**src/rtl/vga_misc_pkg.sv**
```systemverilog
package vga_misc_pkg;

  localparam logic [15:0] MISC_WR_PORT = 16'h03C2;
  localparam logic [15:0] MISC_RD_PORT = 16'h03CC;
  localparam logic [15:0] MONO_BASE    = 16'h03B0;
  localparam logic [15:0] COLOR_BASE   = 16'h03D0;
  localparam logic [15:0] OFS_CIDX     = 16'h0004;
  localparam logic [15:0] OFS_CDAT     = 16'h0005;
  localparam logic [15:0] OFS_STAT     = 16'h000A;

  localparam int STAT_ANY_BIT = 0;
  localparam int STAT_VR_BIT  = 3;

  // bit order matches the control byte, MSB first
  typedef struct packed {
    logic       vsync_neg;
    logic       hsync_neg;
    logic       hi_bank;
    logic       spare4;
    logic [1:0] clk_sel;
    logic       spare1;
    logic       color;
  } misc_t;

  typedef enum logic [2:0] {
    SEL_NONE,
    SEL_MISC_W,
    SEL_MISC_R,
    SEL_CIDX,
    SEL_CDAT,
    SEL_STAT
  } port_sel_e;

endpackage

```
**src/rtl/vga_port_decode.sv**
```systemverilog
module vga_port_decode
  import vga_misc_pkg::*;
#(
  parameter int ADDR_W = 16
) (
  input  logic [ADDR_W-1:0] io_addr,
  input  logic              color,
  output port_sel_e         sel
);

  localparam logic [ADDR_W-1:0] A_MISC_W = ADDR_W'(MISC_WR_PORT);
  localparam logic [ADDR_W-1:0] A_MISC_R = ADDR_W'(MISC_RD_PORT);
  localparam logic [ADDR_W-1:0] A_MONO   = ADDR_W'(MONO_BASE);
  localparam logic [ADDR_W-1:0] A_COLOR  = ADDR_W'(COLOR_BASE);
  localparam logic [ADDR_W-1:0] A_CIDX   = ADDR_W'(OFS_CIDX);
  localparam logic [ADDR_W-1:0] A_CDAT   = ADDR_W'(OFS_CDAT);
  localparam logic [ADDR_W-1:0] A_STAT   = ADDR_W'(OFS_STAT);

  logic [ADDR_W-1:0] base;

  always_comb begin
    base = color ? A_COLOR : A_MONO;
    sel  = SEL_NONE;
    if (io_addr == A_MISC_W)               sel = SEL_MISC_W;
    else if (io_addr == A_MISC_R)          sel = SEL_MISC_R;
    else if (io_addr == base + A_CIDX)     sel = SEL_CIDX;
    else if (io_addr == base + A_CDAT)     sel = SEL_CDAT;
    else if (io_addr == base + A_STAT)     sel = SEL_STAT;
  end

endmodule

```
**src/rtl/vga_misc_reg.sv**
```systemverilog
module vga_misc_reg
  import vga_misc_pkg::*;
(
  input  logic       clk,
  input  logic       rst_n,
  input  logic       load_en,
  input  logic [7:0] load_val,
  output misc_t      misc_q
);

  misc_t misc_d;

  always_comb begin
    misc_d = misc_q;
    if (load_en) misc_d = misc_t'(load_val);
  end

  always_ff @(posedge clk or negedge rst_n) begin
    if (!rst_n)       misc_q <= '0;
    else if (load_en) misc_q <= misc_d;
  end

  a_r2_load_value: assert property (@(posedge clk) disable iff (!rst_n)
    load_en |=> (8'(misc_q) == $past(load_val)));

  a_r9_hold_unless_loaded: assert property (@(posedge clk) disable iff (!rst_n)
    !load_en |=> $stable(misc_q));

endmodule

```
**src/rtl/vga_status_unit.sv**
```systemverilog
module vga_status_unit
  import vga_misc_pkg::*;
(
  input  logic       clk,
  input  logic       rst_n,
  input  logic       stat_rd,
  input  logic       vretrace,
  input  logic       hretrace,
  output logic [7:0] stat_byte,
  output logic       attr_clr
);

  logic clr_d;

  always_comb begin
    stat_byte               = '0;
    stat_byte[STAT_ANY_BIT] = vretrace | hretrace;
    stat_byte[STAT_VR_BIT]  = vretrace;
    clr_d                   = stat_rd;
  end

  always_ff @(posedge clk or negedge rst_n) begin
    if (!rst_n) attr_clr <= 1'b0;
    else        attr_clr <= clr_d;
  end

  a_r6_vr_implies_any: assert property (@(posedge clk) disable iff (!rst_n)
    stat_byte[STAT_VR_BIT] |-> stat_byte[STAT_ANY_BIT]);

  a_r6_quiet_bits: assert property (@(posedge clk) disable iff (!rst_n)
    $countones(stat_byte) <= 2);

endmodule

```
**src/rtl/vga_misc_decoder.sv**
```systemverilog
module vga_misc_decoder
  import vga_misc_pkg::*;
#(
  parameter int ADDR_W = 16
) (
  input  logic              clk,
  input  logic              rst_n,
  input  logic [ADDR_W-1:0] io_addr,
  input  logic              io_wr,
  input  logic              io_rd,
  input  logic [7:0]        io_wdata,
  output logic [7:0]        io_rdata,
  input  logic              vretrace,
  input  logic              hretrace,
  input  logic [7:0]        crtc_rdata,
  output logic              crtc_idx_wr,
  output logic              crtc_dat_wr,
  output logic              crtc_idx_rd,
  output logic              crtc_dat_rd,
  output logic [7:0]        crtc_wdata,
  output logic              attr_ff_clr,
  output logic              color_mode,
  output logic [1:0]        clk_sel,
  output logic              hi_bank,
  output logic              hsync_neg,
  output logic              vsync_neg,
  output logic [1:0]        line_code
);

  localparam logic [7:0] IDLE_BYTE = 8'hFF;

  misc_t      misc_q;
  port_sel_e  sel;
  logic [7:0] stat_byte;
  logic       misc_load;
  logic       stat_rd;

  vga_port_decode #(.ADDR_W(ADDR_W)) u_decode (
    .io_addr (io_addr),
    .color   (misc_q.color),
    .sel     (sel)
  );

  assign misc_load = io_wr && (sel == SEL_MISC_W);
  assign stat_rd   = io_rd && (sel == SEL_STAT);

  vga_misc_reg u_misc (
    .clk      (clk),
    .rst_n    (rst_n),
    .load_en  (misc_load),
    .load_val (io_wdata),
    .misc_q   (misc_q)
  );

  vga_status_unit u_status (
    .clk       (clk),
    .rst_n     (rst_n),
    .stat_rd   (stat_rd),
    .vretrace  (vretrace),
    .hretrace  (hretrace),
    .stat_byte (stat_byte),
    .attr_clr  (attr_ff_clr)
  );

  always_comb begin
    crtc_idx_wr = io_wr && (sel == SEL_CIDX);
    crtc_dat_wr = io_wr && (sel == SEL_CDAT);
    crtc_idx_rd = io_rd && (sel == SEL_CIDX);
    crtc_dat_rd = io_rd && (sel == SEL_CDAT);
    crtc_wdata  = io_wdata;
  end

  always_comb begin
    io_rdata = IDLE_BYTE;
    if (io_rd) begin
      unique case (sel)
        SEL_MISC_R: io_rdata = 8'(misc_q);
        SEL_CIDX,
        SEL_CDAT:   io_rdata = crtc_rdata;
        SEL_STAT:   io_rdata = stat_byte;
        default:    io_rdata = IDLE_BYTE;
      endcase
    end
  end

  always_comb begin
    color_mode = misc_q.color;
    clk_sel    = misc_q.clk_sel;
    hi_bank    = misc_q.hi_bank;
    hsync_neg  = misc_q.hsync_neg;
    vsync_neg  = misc_q.vsync_neg;
    line_code  = {misc_q.vsync_neg, misc_q.hsync_neg};
  end

  a_r8_clk_sel_follows: assert property (@(posedge clk) disable iff (!rst_n)
    (io_wr && io_addr == ADDR_W'(MISC_WR_PORT)) |=> (clk_sel == $past(io_wdata[3:2])));

  a_r3_mono_ports_silent: assert property (@(posedge clk) disable iff (!rst_n)
    (io_rd && color_mode && io_addr == ADDR_W'(16'h03B4)) |-> (!crtc_idx_rd && io_rdata == 8'hFF));

  a_r4_color_ports_silent: assert property (@(posedge clk) disable iff (!rst_n)
    (io_wr && !color_mode && io_addr == ADDR_W'(16'h03D5)) |-> !crtc_dat_wr);

  a_r10_base_moves_next: assert property (@(posedge clk) disable iff (!rst_n)
    (io_wr && io_addr == ADDR_W'(MISC_WR_PORT) && io_wdata[0])
      |=> (!(io_rd && io_addr == ADDR_W'(16'h03D4)) || crtc_idx_rd));

  a_r7_clr_after_read: assert property (@(posedge clk) disable iff (!rst_n)
    (io_rd && color_mode && io_addr == ADDR_W'(16'h03DA)) |=> attr_ff_clr);

  a_r11_single_strobe: assert property (@(posedge clk) disable iff (!rst_n)
    $onehot0({crtc_idx_wr, crtc_dat_wr}));

endmodule

```
**config.mk**
```make
export PLATFORM = sky130hd
export DESIGN_NAME = vga_misc_decoder
export DESIGN_NICKNAME = d
export VERILOG_FILES = /design/src/rtl/vga_misc_pkg.sv /design/src/rtl/vga_port_decode.sv /design/src/rtl/vga_misc_reg.sv /design/src/rtl/vga_status_unit.sv /design/src/rtl/vga_misc_decoder.sv
export SDC_FILE = /design/constraint.sdc
export NUM_CORES = 1
export LEC_CHECK = 0
export BUFFER_PORTS_ARGS = -buffer_cell sky130_fd_sc_hd__buf_2
export CAP_MARGIN = 20
export CORE_MARGIN = 1
export CORE_UTILIZATION = 38
export CTS_CLUSTER_DIAMETER = 100
export DETAILED_ROUTE_END_ITERATION = 6
export GPL_ROUTABILITY_DRIVEN = 0
export PLACE_DENSITY = 0.79
export SLEW_MARGIN = 20
export SYNTH_ARGS = -nofsm -noshare
export SYNTH_HDL_FRONTEND = slang
export SYNTH_SLANG_ARGS = --single-unit
```
**constraint.sdc**
```tcl
create_clock -name clk -period 2.5 [get_ports clk]
set_clock_uncertainty 0.15 [all_clocks]
set_input_delay 0.5 -clock clk [delete_from_list [all_inputs] [get_ports clk]]
set_output_delay 0.5 -clock clk [all_outputs]
set_load 0.03 [all_outputs]
```
After elaboration in Yosys (flattened, before gate mapping)
Index checks and enable logic that the tools add are counted.
- reduce and logical (&&, ||, !) cells: 7
- muxes and demuxes: 8
- bitwise gates (word level): 1
- add/sub/neg operators: 3
- equality and inequality tests: 10
- operator list (operator ; number):
    $eq A16 B16 Y1 ; 3
    $add A16 B3 Y16 const B ; 2
    $eq A16 B10 Y1 const B ; 2
    $pmux W8 S3 ; 1
    $add A16 B4 Y16 const B ; 1
    $mux W3 ; 5
    $mux W8 ; 1
    $mux W7 ; 1
    $eq A3 B2 Y1 const B ; 2
    $eq A3 B3 Y1 const B ; 2
    $logic_and A1 B1 Y1 ; 6
    $eq A3 B1 Y1 const B ; 1
    $reduce_or A2 Y1 ; 1
    $or A1 B1 Y1 ; 1
- flip-flop bits (word level): 9
- word-level logic and storage cells: 37
- input bits: 38
- output and inout port bits: 29

Longest topological paths before layout
Gate-level depths: netlist of run 1.
- word-level depth: 12
- gate-level depth with buffers: 5
- gate-level depth less buffers: 4

Modules after synthesis
A second synthesis of run 1 with hierarchy kept.
- cells, all modules: 98
- area, all modules: 963.4 um2
- by module, submodules not included (module ; cells an instance ; times used ; seq. area each (um2) ; area an instance (um2)):
    vga_misc_decoder ; 48 ; 1 ; 0.0 ; 374.1
    vga_misc_reg ; 17 ; 1 ; 200.2 ; 331.6
    vga_port_decode ; 23 ; 1 ; 0.0 ; 170.2
    vga_status_unit ; 10 ; 1 ; 25.0 ; 87.6

Least setup slack after synthesis of run 1
Ideal clock, no wire load.
- kind: input -> output
- start: input io_addr[13]
- end: output crtc_idx_rd
- stages on the path: 4
- path slack: -0.345 ns
- buffers on the path: 1
- data required time: 1.850 ns
- data arrival time: 2.195 ns
- path through: nor4_2 nand2_1 clkbuf_1 nor4_1
- word-level cells in the longest chain between the ends: 8
- elaborated cells on any way between the ends: 12
- those cells by class: eq/ne: 6; mux: 5; reduce/logical: 1
- ends and longest elaborated chain (what ; RTL line ; RTL):
    start: declaration ; vga_misc_decoder.sv:8 ; input logic [ADDR_W-1:0] io_addr,
    $eq A16 B16 Y1 ; vga_port_decode.sv:28 ; else if (io_addr == base + A_STAT) sel = SEL_STAT;
    $mux W3 ; vga_port_decode.sv:28 ;
    $mux W3 ; vga_port_decode.sv:27 ; else if (io_addr == base + A_CDAT) sel = SEL_CDAT;
    $mux W3 ; vga_port_decode.sv:26 ; else if (io_addr == base + A_CIDX) sel = SEL_CIDX;
    $mux W3 ; vga_port_decode.sv:25 ; else if (io_addr == A_MISC_R) sel = SEL_MISC_R;
    $mux W3 * ; vga_port_decode.sv:24 ; if (io_addr == A_MISC_W) sel = SEL_MISC_W;
    $eq A3 B2 Y1 * ; vga_misc_decoder.sv:68 ; crtc_idx_rd = io_rd && (sel == SEL_CIDX);
    $logic_and A1 B1 Y1 * ; vga_misc_decoder.sv:68 ;
    end: declaration ; vga_misc_decoder.sv:18 ; output logic crtc_idx_rd,
Every way passes the cells marked *; elsewhere a longest branch is shown, timed or not.

Final worst setup path of run 1
- start: register u_misc.misc_q[0] (netlist name)
- end: output io_rdata[1]
- word-level cells in the longest chain between the ends: 12
- elaborated cells on any way between the ends: 19
- those cells by class: add/sub: 3; eq/ne: 7; mux: 8; reduce/logical: 1
- ends and longest elaborated chain (what ; RTL line ; RTL):
    $mux W7 * ; vga_port_decode.sv:22 ; base = color ? A_COLOR : A_MONO;
    $add A16 B4 Y16 ; vga_port_decode.sv:28 ;
    $eq A16 B16 Y1 ; vga_port_decode.sv:28 ;
    $mux W3 ; vga_port_decode.sv:28 ;
    $mux W3 ; vga_port_decode.sv:27 ;
    $mux W3 * ; vga_port_decode.sv:26 ;
    $mux W3 * ; vga_port_decode.sv:25 ;
    $mux W3 * ; vga_port_decode.sv:24 ;
    $eq A3 B2 Y1 or $eq A3 B3 Y1 (tied branches) ; vga_misc_decoder.sv:76 ; unique case (sel)
    $reduce_or A2 Y1 ; vga_misc_decoder.sv:76 ;
    $pmux W8 S3 * ; vga_misc_decoder.sv:76 ;
    $mux W8 * ; vga_misc_decoder.sv:75 ; if (io_rd) begin
    end: declaration ; vga_misc_decoder.sv:12 ; output logic [7:0] io_rdata,
Marked as above.

==> run summary, run 1 <==
The run finished, with violations left. The checks that failed: negative setup slack. The combined buffer and inverter count along the critical path came out at 1. Across the run, the number of max-cap violations was 0.

The via count of the first global-routing pass came to 780. Ranked by total cell area, the synthesized netlist is headed by sky130_fd_sc_hd__dfrtp_1, sky130_fd_sc_hd__mux2_4, sky130_fd_sc_hd__buf_4. The die covers 0.00232 mm^2. The count of different cell masters after synthesis came out at 27. The half-perimeter wire length after placement is 1780 um. CTS built an H-tree with a depth of 1. The final count of pins violating max slew is 0.

The design draws 347 uW. Averaged over all synthesized cells, the footprint is 9.65 um^2. STA classifies the critical path startpoint as a flop. The number of nets in the synthesized netlist is 122. The fmax is 0.398 GHz. The number of antenna diodes in the final layout is 0.

The number of rows in the core area came out at 16. Along the worst path, the maximum fanout reaches 8. The total wire length came out at 2380 um.

The leakage component of the power is 0.000639 uW. From synthesis to final layout, the design area changed by 57.4%. The clock latency on the worst-skew pair is 0.26 ns. The net count reported at finish is 187. Of the available clock period, the critical path in the final layout requires 100%.

After technology mapping, the gate count stands at 84. The final count of hold timing violations came out at 0. Global routing used 19.4% of the available tracks.

The clock root buffer is sky130_fd_sc_hd__clkbuf_4. The initial antenna violation count came to 0. The library cell used most frequently in the layout, excluding fill and tap cells, is sky130_fd_sc_hd__buf_2. The die width is 48.2 um. The core area is 0.00198 mm^2.

The worst stage delay on the critical path came out at 0.43 ns. Grouping stages by cell kind, the critical path spends the most delay in compound AO/OA/AOI/OAI gates. The critical path's slowest cell is sky130_fd_sc_hd__dfrtp_1. The synthesized design spends more area on one cell type than any other, namely sky130_fd_sc_hd__dfrtp_1.

The arrival time at the worst endpoint came out at 1.86 ns. The synthesis warning total came out at 0. In this run the deepest clock path goes through 2 buffers. STA classifies the critical path endpoint as an output pin.

The chip height is 48.2 um. The library cells used most frequently in the layout, excluding fill and tap cells, are sky130_fd_sc_hd__buf_2, sky130_fd_sc_hd__buf_4, sky130_fd_sc_hd__dfrtp_1. The count of input and output buffers came out at 66. The fraction of final layout cells sized beyond drive strength 1 came out at 68.2%. The critical path goes through and3b_1 -> o2111a_1 -> o2111a_2 -> o21ai_2 -> buf_4. The transition at the pin with the smallest max-transition slack came out at 0.456 ns. For this design, the sink count on the clock tree is 9. The number of buffers added by the clock tree synthesis step came out at 3.

The data required time at the worst endpoint came out at 1.85 ns. The setup slack after layout came out at -0.0115 ns. The post-detailed-route wirelength per cell is 13.6 um. Before CTS, the worst setup slack after placement is -0.0646 ns. The top cell type by area accounts for 27.8% of the synthesized area.

By startpoint and endpoint, the worst setup path is classified as reg2out. The aggregate global routing overflow is 0. The number of detailed-routing iterations run before antenna repair came out at 4. The final setup violation count came out at 2. The count of pins on the block boundary is 67. The power per unit of standard cell area is 272 mW/mm^2.

The synthesized flop and latch total is 9. Detailed routing inserted a total of 907 vias. The class of the tightest hold or removal check is in2reg. In the routed layout, each cell is associated on average with a via count of 5.18.

The minimum period implied by the final worst setup slack came out at 2.51 ns. The clock transition at the registers of the reported paths came out at 0.06 ns. The cell area that synthesis handed to floorplanning was 811 um^2. The worst-case vdd ir drop came out at 0.000200 V.

The total DRC errors in the routed layout is 0. The detailed router finished its first iteration with 14 violations. For flop-to-flop paths, the worst setup slack is 1.03 ns.

The sequential share of the synthesized area came out at 27.8%. Once detail routing completed, the nets flagged for antenna violations numbered 0. Setup repair after global routing could not meet its margin everywhere. The tightest slew margin relative to the limit is 69.6%.

The CTS tree is yes. The initial core utilization came out at 40.9%. Entering global routing, the biggest net connects 11 pins. The first global-routing pass estimated 3040 um of wire.
==> final cells by class <==
| cell class | instances | area [um^2] |
|---|---|---|
| fill | 150 | 706 |
| sequential | 9 | 225 |
| clock buffer | 4 | 26.3 |
| multi-input combinational | 58 | 538 |
| timing repair buffer | 75 | 445 |
| inverter | 2 | 7.51 |
| tap | 27 | 33.8 |
==> per-layer routing <==
layer / track usage, % / part of all wire [%] / routed length (um) / up-vias
met1: 19.3 / 38 / 904 / 419
met5: 0 / 0 / 0 / -
met2: 33.9 / 54 / 1290 / 37
li1: - / - / - / 440
met3: 5.56 / 5.0 / 120 / 11
met4: 15.0 / 2.9 / 68 / 0
==> Yosys cell counts <==
cell	n
sky130_fd_sc_hd__nand2b_4	1
sky130_fd_sc_hd__clkbuf_1	3
sky130_fd_sc_hd__dfrtp_1	9
sky130_fd_sc_hd__and4bb_2	1
sky130_fd_sc_hd__nor3_4	1
sky130_fd_sc_hd__o2111ai_1	2
sky130_fd_sc_hd__nor4bb_1	1
sky130_fd_sc_hd__inv_1	1
sky130_fd_sc_hd__o21ai_0	6
sky130_fd_sc_hd__a21oi_1	8
sky130_fd_sc_hd__and3b_1	1
sky130_fd_sc_hd__clkinv_1	1
sky130_fd_sc_hd__buf_4	12
sky130_fd_sc_hd__nor3_1	9
sky130_fd_sc_hd__and3_1	1
sky130_fd_sc_hd__nand2_1	1
sky130_fd_sc_hd__o221ai_1	2
sky130_fd_sc_hd__nor2_1	4
sky130_fd_sc_hd__nor3b_1	2
sky130_fd_sc_hd__and3_2	2
sky130_fd_sc_hd__o2111a_1	2
sky130_fd_sc_hd__and4bb_1	1
sky130_fd_sc_hd__nor4_1	1
sky130_fd_sc_hd__nor4_2	1
sky130_fd_sc_hd__nand4bb_1	2
sky130_fd_sc_hd__mux2_4	8
sky130_fd_sc_hd__or4b_4	1
==> cell families (layout without fill, tap and decap cells) <==
| kind of cell | count (synthesis) | count (layout) | share of synthesized area, % |
|---|---|---|---|
| flops | 9 | 9 | 27.8 |
| simple gates | 30 | 30 | 28.2 |
| buf+inv | 17 | 81 | 13.4 |
| compound gates | 20 | 20 | 15.7 |
| mux | 8 | 8 | 14.8 |
==> power breakdown <==
group | switching [uW] | leakage, uW | total, uW | internal [uW]
registers | 0.0406 | 0.000126 | 146 | 146
clock network | 53.7 | 0.0000150 | 115 | 61.7
logic | 47.5 | 0.000498 | 86.3 | 38.8
total | 101 | 0.000639 | 347 | 246
==> sequential cells by signal, summed over array words and instances (netlist names) <==
| register | cells |
|---|---|
| u_status.attr_clr | 1 |
| u_misc.misc_q | 8 |
==> stage by stage <==
step / hold WS [ns] / TNS (ns) / instances / util (%) / instance area [um^2]
2_1_floorplan: 0.0544 / -0.0642 / 84 / - / 835
3_3_place_gp: 0.211 / 0 / 168 / 58.3 / 1150
3_5_place_dp: 0.210 / -0.343 / 168 / 58.3 / 1150
4_1_cts: 0.320 / 0 / 174 / 62.2 / 1230
5_1_grt: 0.313 / -0.618 / 175 / 64.4 / 1280
6_report: 0.322 / -0.0202 / 175 / 64.4 / 1280
==> path summary, 6_finish.rpt <==
| kind | cells after the start | start | endpoint |
|---|---|---|---|
| setup reg to reg | 4 | u_misc.misc_q[0] | u_status.attr_clr |
| setup / recovery | 5 | u_misc.misc_q[0] | io_rdata[1] |
| hold reg to reg | 1 | u_misc.misc_q[1] | u_misc.misc_q[1] |
| min in group asynchronous | 2 | rst_n | u_misc.misc_q[2] |
| hold / removal | 2 | io_wdata[6] | u_misc.misc_q[6] |
| max in group asynchronous | 2 | rst_n | u_misc.misc_q[4] |
==> repair_timing <==
action,CTS,global route
endpoints found under the hold margin,9,0
gates resized for setup,8,16
pin swaps,1,1
setup endpoints to repair,12,10
setup buffers,1,1
hold buffers,1,0
==> worst reg2reg max path, delay by kind of cell (launching register included) <==
| kind | cells | cell delay (ns) |
|---|---|---|
| flip-flops | 1 | 0.43 |
| AND/OR/NAND/NOR | 2 | 0.42 |
| AO/OA/AOI/OAI | 1 | 0.24 |
| buffers and inverters | 1 | 0.15 |
No activity file was read; power rests on OpenSTA's default activity.
==> run 2: changes to the inputs <==
--- a/config.mk
+++ b/config.mk
@@ -8,12 +8,13 @@
 export BUFFER_PORTS_ARGS = -buffer_cell sky130_fd_sc_hd__buf_2
 export CAP_MARGIN = 20
 export CORE_MARGIN = 1
-export CORE_UTILIZATION = 38
+export CORE_UTILIZATION = 41
 export CTS_CLUSTER_DIAMETER = 100
 export DETAILED_ROUTE_END_ITERATION = 6
 export GPL_ROUTABILITY_DRIVEN = 0
-export PLACE_DENSITY = 0.79
+export PLACE_DENSITY = 0.8
 export SLEW_MARGIN = 20
 export SYNTH_ARGS = -nofsm -noshare
 export SYNTH_HDL_FRONTEND = slang
+export SYNTH_HIERARCHICAL = 1
 export SYNTH_SLANG_ARGS = --single-unit
==> run 2 against run 1 <==
Net effect:
- the flow still finishes with violations (negative setup slack)
- clock power decreased by 4%
- flip-flop and latch count unchanged
- count of clock-buffer cells in the layout unchanged
- maximum frequency decreased by 27%
- synthesized cell count increased by 17%
- power increased by 3.0%
- via count increased by 23%
- final cell count increased by 18%
- critical path type is now in2out
- highest routed layer unchanged
==> run summary, run 2 <==
The run finished, with violations left. The checks that failed: negative setup slack. The synthesized flop and latch total came out at 9. Relative to the synthesized area, the layout overhead comes to 84.8%. The commonest register cell after synthesis is sky130_fd_sc_hd__dfrtp_1. Dividing the detail-routed wire length by the instance count gives 17.3 um. The sequential share of the synthesized area came out at 23.4%.

The largest registers in the layout are u_misc/misc_q: 8 flops, u_status/attr_clr: 1 flops. A synthesized cell averages 9.83 um^2. The final count of pins violating max slew was 0. The worst stage delay on the critical path came out at 0.53 ns. The layout filler cell count came out at 131. The class of the tightest hold or removal check is in2reg. The post-placement setup slack is -0.859 ns. Measured on the finished design, the core utilization comes to 80.5%. After layout, the worst path uses 138% of the clock period. Setup repair after global routing could not meet its margin everywhere.

The first global-routing pass estimated 5180 um of wire. The via count of the first global-routing pass came out at 1143. The minimum period implied by the final worst setup slack is 3.44 ns. Ranked by flip-flop count, first place goes to u_misc/misc_q. TritonCTS built the clock tree.

The clock latency on the worst-skew pair came out at 0.25 ns. The number of instances in the synthesized netlist is 98. For this run, asynchronously set or reset flops after synthesis account for 100%. The critical path startpoint category is an input port.

The total routing resource utilization after global routing came out at 26.7%. The internal power component came out at 250 uW. The largest total area in the synthesized netlist belongs to sky130_fd_sc_hd__dfrtp_1. The power share of the sequential group is 40.8%.

The deepest level of the CTS H-tree came out at 1. The most frequent cell after synthesis is sky130_fd_sc_hd__buf_4. The clock power share came out at 30.9%. The critical path is of the in2out type. After clock tree synthesis, the clock-pin slew on the worst setup and hold paths is 0.06 ns. The share of power burned in combinational logic came out at 28.3%. The worst-case vdd ir drop is 0.000309 V. The chip height came out at 50.5 um. The final count of hold timing violations was 0. The initial antenna violation count came out at 0. The tightest slew margin relative to the limit came out at 63.3%. The arrival time at the worst endpoint came out at 2.79 ns. Buffers inserted during clock tree synthesis total 3. The total DRC errors in the routed layout is 0.

The top cell types in the final layout, fill and taps aside, are sky130_fd_sc_hd__buf_2, sky130_fd_sc_hd__buf_4, sky130_fd_sc_hd__buf_6. Summed over all nets, the switching power comes to 108 uW. Net switching is 30.2% of the power.

The max-capacitance violation count is 0. The mapped netlist covers 963 um^2. The library cell used most frequently in the layout, excluding fill and tap cells, is sky130_fd_sc_hd__buf_2.

The area of the die is 0.00255 mm^2. The final setup violation count came out at 20. In this run the worst path has a maximum fanout of 8. For this design, the sink count on the clock tree is 9. Synthesis instantiated 35 different standard cells from the library.

The setup slack after layout is -0.943 ns. Power spread over the standard cell area amounts to 201 mW/mm^2. The aggregate global routing overflow came out at 0. Input and output buffers added on the ports amount to 66.

Across all hold checks on the routed design, the worst slack comes to 0.331 ns. The count of pins on the block boundary is 67. The net count reported at finish came out at 218. Before antenna repair, the detailed router went through 4 iterations.

Row generation in the floorplan step produced 17 rows. The number of flip-flops under the largest register name is 8. The number of enable flip-flop cells after synthesis came out at 0. The via count normalized by instance count came out at 5.39. The maximum clock path buffer count came out at 2. Measured along the x axis, the die boundary spans 50.5 um. The count of antenna diodes in the layout came out at 0. The largest net degree at the start of global routing is 14. The core area came out at 0.00221 mm^2. The top-area cell type share of the netlist area is 23.4%. Across all layers, the routed design uses 1115 vias. The critical path goes through buf_6 -> or4_4 -> nor4_4 -> nand4_1 -> a21oi_4 -> nand3b_4 -> o22ai_1 -> o21ai_4 -> buf_2. The worst setup path is captured at an output pin. The initial core utilization came out at 43.6%.

The leakage component of the power came out at 0.000862 uW. The routed design has 3580 um of wire. STA puts the critical path data required time at 1.85 ns. After the first detailed-routing iteration, the DRC count stood at 16.

For the pin with the worst max-slew slack, the measured transition is 0.545 ns. Once detail routing completed, the nets flagged for antenna violations numbered 0. The fraction of final layout cells sized beyond drive strength 1 is 77.1%. The critical path's slowest cell is sky130_fd_sc_hd__or4_4. The fmax is 0.290 GHz. Counting tap cells, the placed design contains a total of 192 instances. The half-perimeter wire length after placement is 2160 um. The count of placed standard cells in the final layout, fillers left out is 207. The overall power of the completed layout came out at 358 uW. The tree is rooted in a sky130_fd_sc_hd__clkbuf_4.

The synthesis warning total came out at 6. After synthesis, the cell types taking the most area are sky130_fd_sc_hd__dfrtp_1, sky130_fd_sc_hd__buf_4, sky130_fd_sc_hd__mux2_4. By count the netlist is led by sky130_fd_sc_hd__buf_4, sky130_fd_sc_hd__dfrtp_1, sky130_fd_sc_hd__mux2_4, sky130_fd_sc_hd__o21ai_1, sky130_fd_sc_hd__o22ai_1.
[run 2: cell type report]
class	count	area [um^2]	area share, %
multi-input combinational	74	891	50.0
sequential	9	225	12.6
inverter	2	7.51	0.422
timing repair buffer	90	596	33.5
tap	28	35.0	1.97
clock buffer	4	26.3	1.48
[run 2: repair_timing]
action / CTS / global route
gates resized for setup: 33 / 10
setup endpoints to repair: 20 / 20
endpoints found under the hold margin: 9 / 0
setup buffers: 3 / 5
hold buffers: 1 / 0
pin swaps: 2 / 3
gates cloned: 2 / 1
[run 2: routing by layer]
metal	track usage, %	vias up	share of wire, %
li1	-	527	-
met1	29.8	542	40
met2	48.0	42	54
met3	4.85	4	4.4
met4	13.4	0	1.6
met5	0	-	0
[run 2: power groups by stage]
stage | registers [uW] | clock network, uW | logic [uW]
2_1_floorplan | 149 | 0 | 45.8
3_3_place_gp | 149 | 0 | 85.8
3_5_place_dp | 149 | 0 | 88.5
4_1_cts | 146 | 114 | 95.0
5_1_grt | 146 | 125 | 108
6_report | 146 | 110 | 101
[run 2: critical path: cells and delay by family]
| kind | cells | cell delay [ns] |
|---|---|---|
| buffers and inverters | 2 | 0.27 |
| AOI/OAI and AO/OA | 3 | 0.77 |
| and+or+nand+nor | 4 | 1.25 |
[run 2: through the flow]
step	setup TNS, ns	area (um^2)
after floorplan	-8.68	1140
after global placement	-14.88	1460
after detailed placement	-16.33	1460
after CTS	-13.37	1690
after global routing	-16.99	1780
final	-15.45	1780
[run 2: logic make-up after synthesis]
family / count (synthesis) / synth area share (%)
buffers and inverters: 23 / 18.4
muxes: 8 / 12.5
and+or+nand+nor: 28 / 24.3
other: 1 / 0.389
DFF: 9 / 23.4
AOI/OAI and AO/OA: 29 / 21.0
[run 2: worst paths after layout]
path                                   from          endpoint  slack (ns)  depth (start not counted)
setup / recovery                io_addr[15]       io_rdata[0]       -0.94                          9
hold / removal                  io_wdata[3]  u_misc/misc_q[3]        0.33                          2
setup reg to reg           u_misc/misc_q[0]  u_misc/misc_q[0]       -0.23                         10
hold reg to reg            u_misc/misc_q[4]  u_misc/misc_q[4]        0.42                          1
max in group asynchronous             rst_n  u_misc/misc_q[6]        1.54                          2
min in group asynchronous             rst_n  u_misc/misc_q[2]        0.48                          2
==> run 3: changes to the inputs <==
--- a/config.mk
+++ b/config.mk
@@ -7,6 +7,7 @@
 export LEC_CHECK = 0
 export BUFFER_PORTS_ARGS = -buffer_cell sky130_fd_sc_hd__buf_2
 export CAP_MARGIN = 20
+export CORE_ASPECT_RATIO = 1.1
 export CORE_MARGIN = 1
 export CORE_UTILIZATION = 41
 export CTS_CLUSTER_DIAMETER = 100
==> run 3 against run 2 <==
Net effect:
- the run still ends with negative setup slack left
- first-iteration DRC count fell by 25%
- register-to-register slack better by 0.25 ns
- cell area is 8.4% lower
- flip-flop and latch count unchanged
- clock power barely moved
- wire length fell by 26%
- combinational power down 8%
- sequential share of layout area up 1.2 points
- via count shrank 7.4%
- highest routed layer unchanged
==> run summary, run 3 (same netlist as run 2, synthesis figures left out) <==
The clock net sink count is 9. Across the run, the number of max-cap violations was 0. The count of antenna diodes in the layout is 0. Port buffering added 66 buffers. The sequential cell area came out at 225 um^2.

The fraction of final layout cells sized beyond drive strength 1 is 74.6%. The die covers 0.00255 mm^2. The number of flip-flops under the largest register name came out at 8. The via total after detailed routing is 1032. The power per unit of standard cell area came out at 213 mW/mm^2.

The final setup violation count is 20. The fmax came out at 0.299 GHz. The overall power of the completed layout came out at 347 uW. Before CTS, the worst setup slack after placement is -0.869 ns.

Global routing used 23.7% of the available tracks across all layers. Counting along the longest clock path gives a buffer depth of 2. The layout filler cell count came out at 157. The via count of the first global-routing pass was 988. The number of rows in the core area is 18. The final count of hold timing violations came to 0. The path class of the tightest hold or removal check is in2reg.

STA classifies the critical path startpoint as an input port. Subtracting the final worst setup slack from the clock period gives 3.34 ns. The net count reported at finish is 208. The register with the most flip-flops is u_misc/misc_q. CTS placed an instance of sky130_fd_sc_hd__clkbuf_4 at the clock tree root. The capture point of the worst reg-to-reg path is u_misc/misc_q[3]. The run finished, with violations left. The chip height came out at 52.8 um. The worst-case IR drop observed on VDD is 0.000278 V. TritonCTS built the clock tree. The data required time at the worst endpoint is 1.85 ns. The die width is 48.2 um. The multi-input combinational cell area is 843 um^2. The depth of the most critical reg-to-reg path came out at 9. Setup repair after global routing could not meet its margin everywhere. The core area is 0.00223 mm^2. The final count of pins violating max slew came out at 0.

The deepest level of the CTS H-tree is 1. The checks that failed: negative setup slack. The endpoint with the worst hold slack is u_misc/misc_q[2]. The largest registers in the layout are u_misc/misc_q: 8 flops, u_status/attr_clr: 1 flops. Dividing the detail-routed via count by the number of cells gives 5.19. The detail route stage leaves a number of antenna-violating nets equal to 0. The clock latency on the worst-skew pair is 0.26 ns. The global-route wire length before repair came out at 4220 um. After the flow finishes, the layout carries non-filler instances totaling 199. The detailed router finished its first iteration with 12 violations.

In the layout the commonest cells are sky130_fd_sc_hd__buf_2, sky130_fd_sc_hd__buf_4, sky130_fd_sc_hd__dfrtp_1. The leakage component of the power is 0.000791 uW. The total DRC errors in the routed layout came out at 0.

The critical path is of the in2out type. STA puts the critical path data arrival time at 2.69 ns. The hold-critical path depth came out at 2. The number of placed instances with taps included came out at 190. The aggregate global routing overflow came out at 0. The largest net degree at the start of global routing came out at 18. The worst hold slack came out at 0.330 ns. The half-perimeter wire length after placement is 1990 um.

The number of buffers added by the clock tree synthesis step is 3. The largest driver fanout on the critical path came out at 8. The final total negative setup slack came out at -13.13 ns. The worst setup path is captured at an output pin. The worst register-to-register path begins at u_misc/misc_q[0]. The initial utilization of the core area, before any placement, comes to 43.2%. The library cell used most frequently in the layout, excluding fill and tap cells, is sky130_fd_sc_hd__buf_2.

The count of pins on the block boundary came out at 67. The post-detailed-route wirelength per cell came out at 13.4 um. The share of the cycle needed by the critical path after routing came out at 134%. In this run the most critical hold path is launched from io_wdata[2].

Setup slack on the worst reg-to-reg path comes out at 0.02 ns. The area growth from synthesis to layout is 69.4%. Clock-pin slew was measured on the worst setup and hold paths at 0.06 ns. The number of detailed-routing iterations run before antenna repair came out at 4. The initial antenna violation count is 0.

The setup slack after layout is -0.841 ns. The total wire length came out at 2660 um.
==> run 3: cell count changes in the layout (fill, tap and decap cells not counted), moves of 2 or more <==
cell and change:
sky130_fd_sc_hd__o221ai_4 -2, sky130_fd_sc_hd__buf_2 +4, sky130_fd_sc_hd__o221ai_2 +2, sky130_fd_sc_hd__buf_4 -9
sky130_fd_sc_hd__o22ai_1 +2, sky130_fd_sc_hd__buf_6 -5
==> run 3: where the power goes <==
group / total, uW / internal [uW] / switching, uW
clock network: 109 / 61.3 / 47.6
logic: 92.5 / 40.8 / 51.7
registers: 146 / 146 / 0.138
==> run 3: final cells by class <==
class                           instances  share of cell area, %
Sequential cell                         9                   13.8
Inverter                                2                  0.460
Timing Repair Buffer                   80                   30.1
Multi-Input combinational cell         74                   51.7
Tap cell                               30                   2.30
Clock buffer                            4                   1.61
==> run 3: worst max path at each step <==
stage	endpoint	slack, ns	depth (start not counted)	startpoint
4_1_cts	io_rdata[5]	-0.84	9	io_addr[15]
2_1_floorplan	io_rdata[6]	-0.57	8	io_addr[15]
3_5_place_dp	io_rdata[1]	-0.87	9	io_addr[15]
3_3_place_gp	io_rdata[2]	-0.79	9	io_addr[15]
6_report	io_rdata[3]	-0.84	9	io_addr[15]
5_1_grt	io_rdata[1]	-1.01	9	io_addr[15]
==> run 3: what timing repair did <==
item	in CTS	in global routing
gates cloned	3	0
buffers inserted	1	1
endpoints found under the hold margin	9	0
hold buffers	1	0
pin swaps	3	3
setup endpoints to repair	20	20
gates resized for setup	27	1
==> run 3: per-layer routing <==
metal / track usage, % / up-vias / wire length, um
met2: 41.6 / 30 / 1500
met4: 11.1 / 0 / 30
met1: 27.4 / 491 / 1020
met3: 2.07 / 4 / 109
li1: - / 507 / -
met5: 0 / - / 0
==> run 3: critical path: stages <==
cell,delay (ns)
sky130_fd_sc_hd__buf_6,0.09
sky130_fd_sc_hd__or4_4,0.53
sky130_fd_sc_hd__nor4_4,0.34
sky130_fd_sc_hd__nand4_1,0.21
sky130_fd_sc_hd__a21oi_4,0.30
sky130_fd_sc_hd__nand3b_4,0.21
sky130_fd_sc_hd__o221ai_2,0.26
sky130_fd_sc_hd__o21ai_4,0.07
sky130_fd_sc_hd__buf_2,0.18
==> run 3: metrics by stage <==
step	area [um^2]	util (%)
global placement	1430	64.1
floorplan	1140	-
CTS	1630	73.2
global route	1630	73.2
detailed placement	1430	64.1
finish	1630	73.2
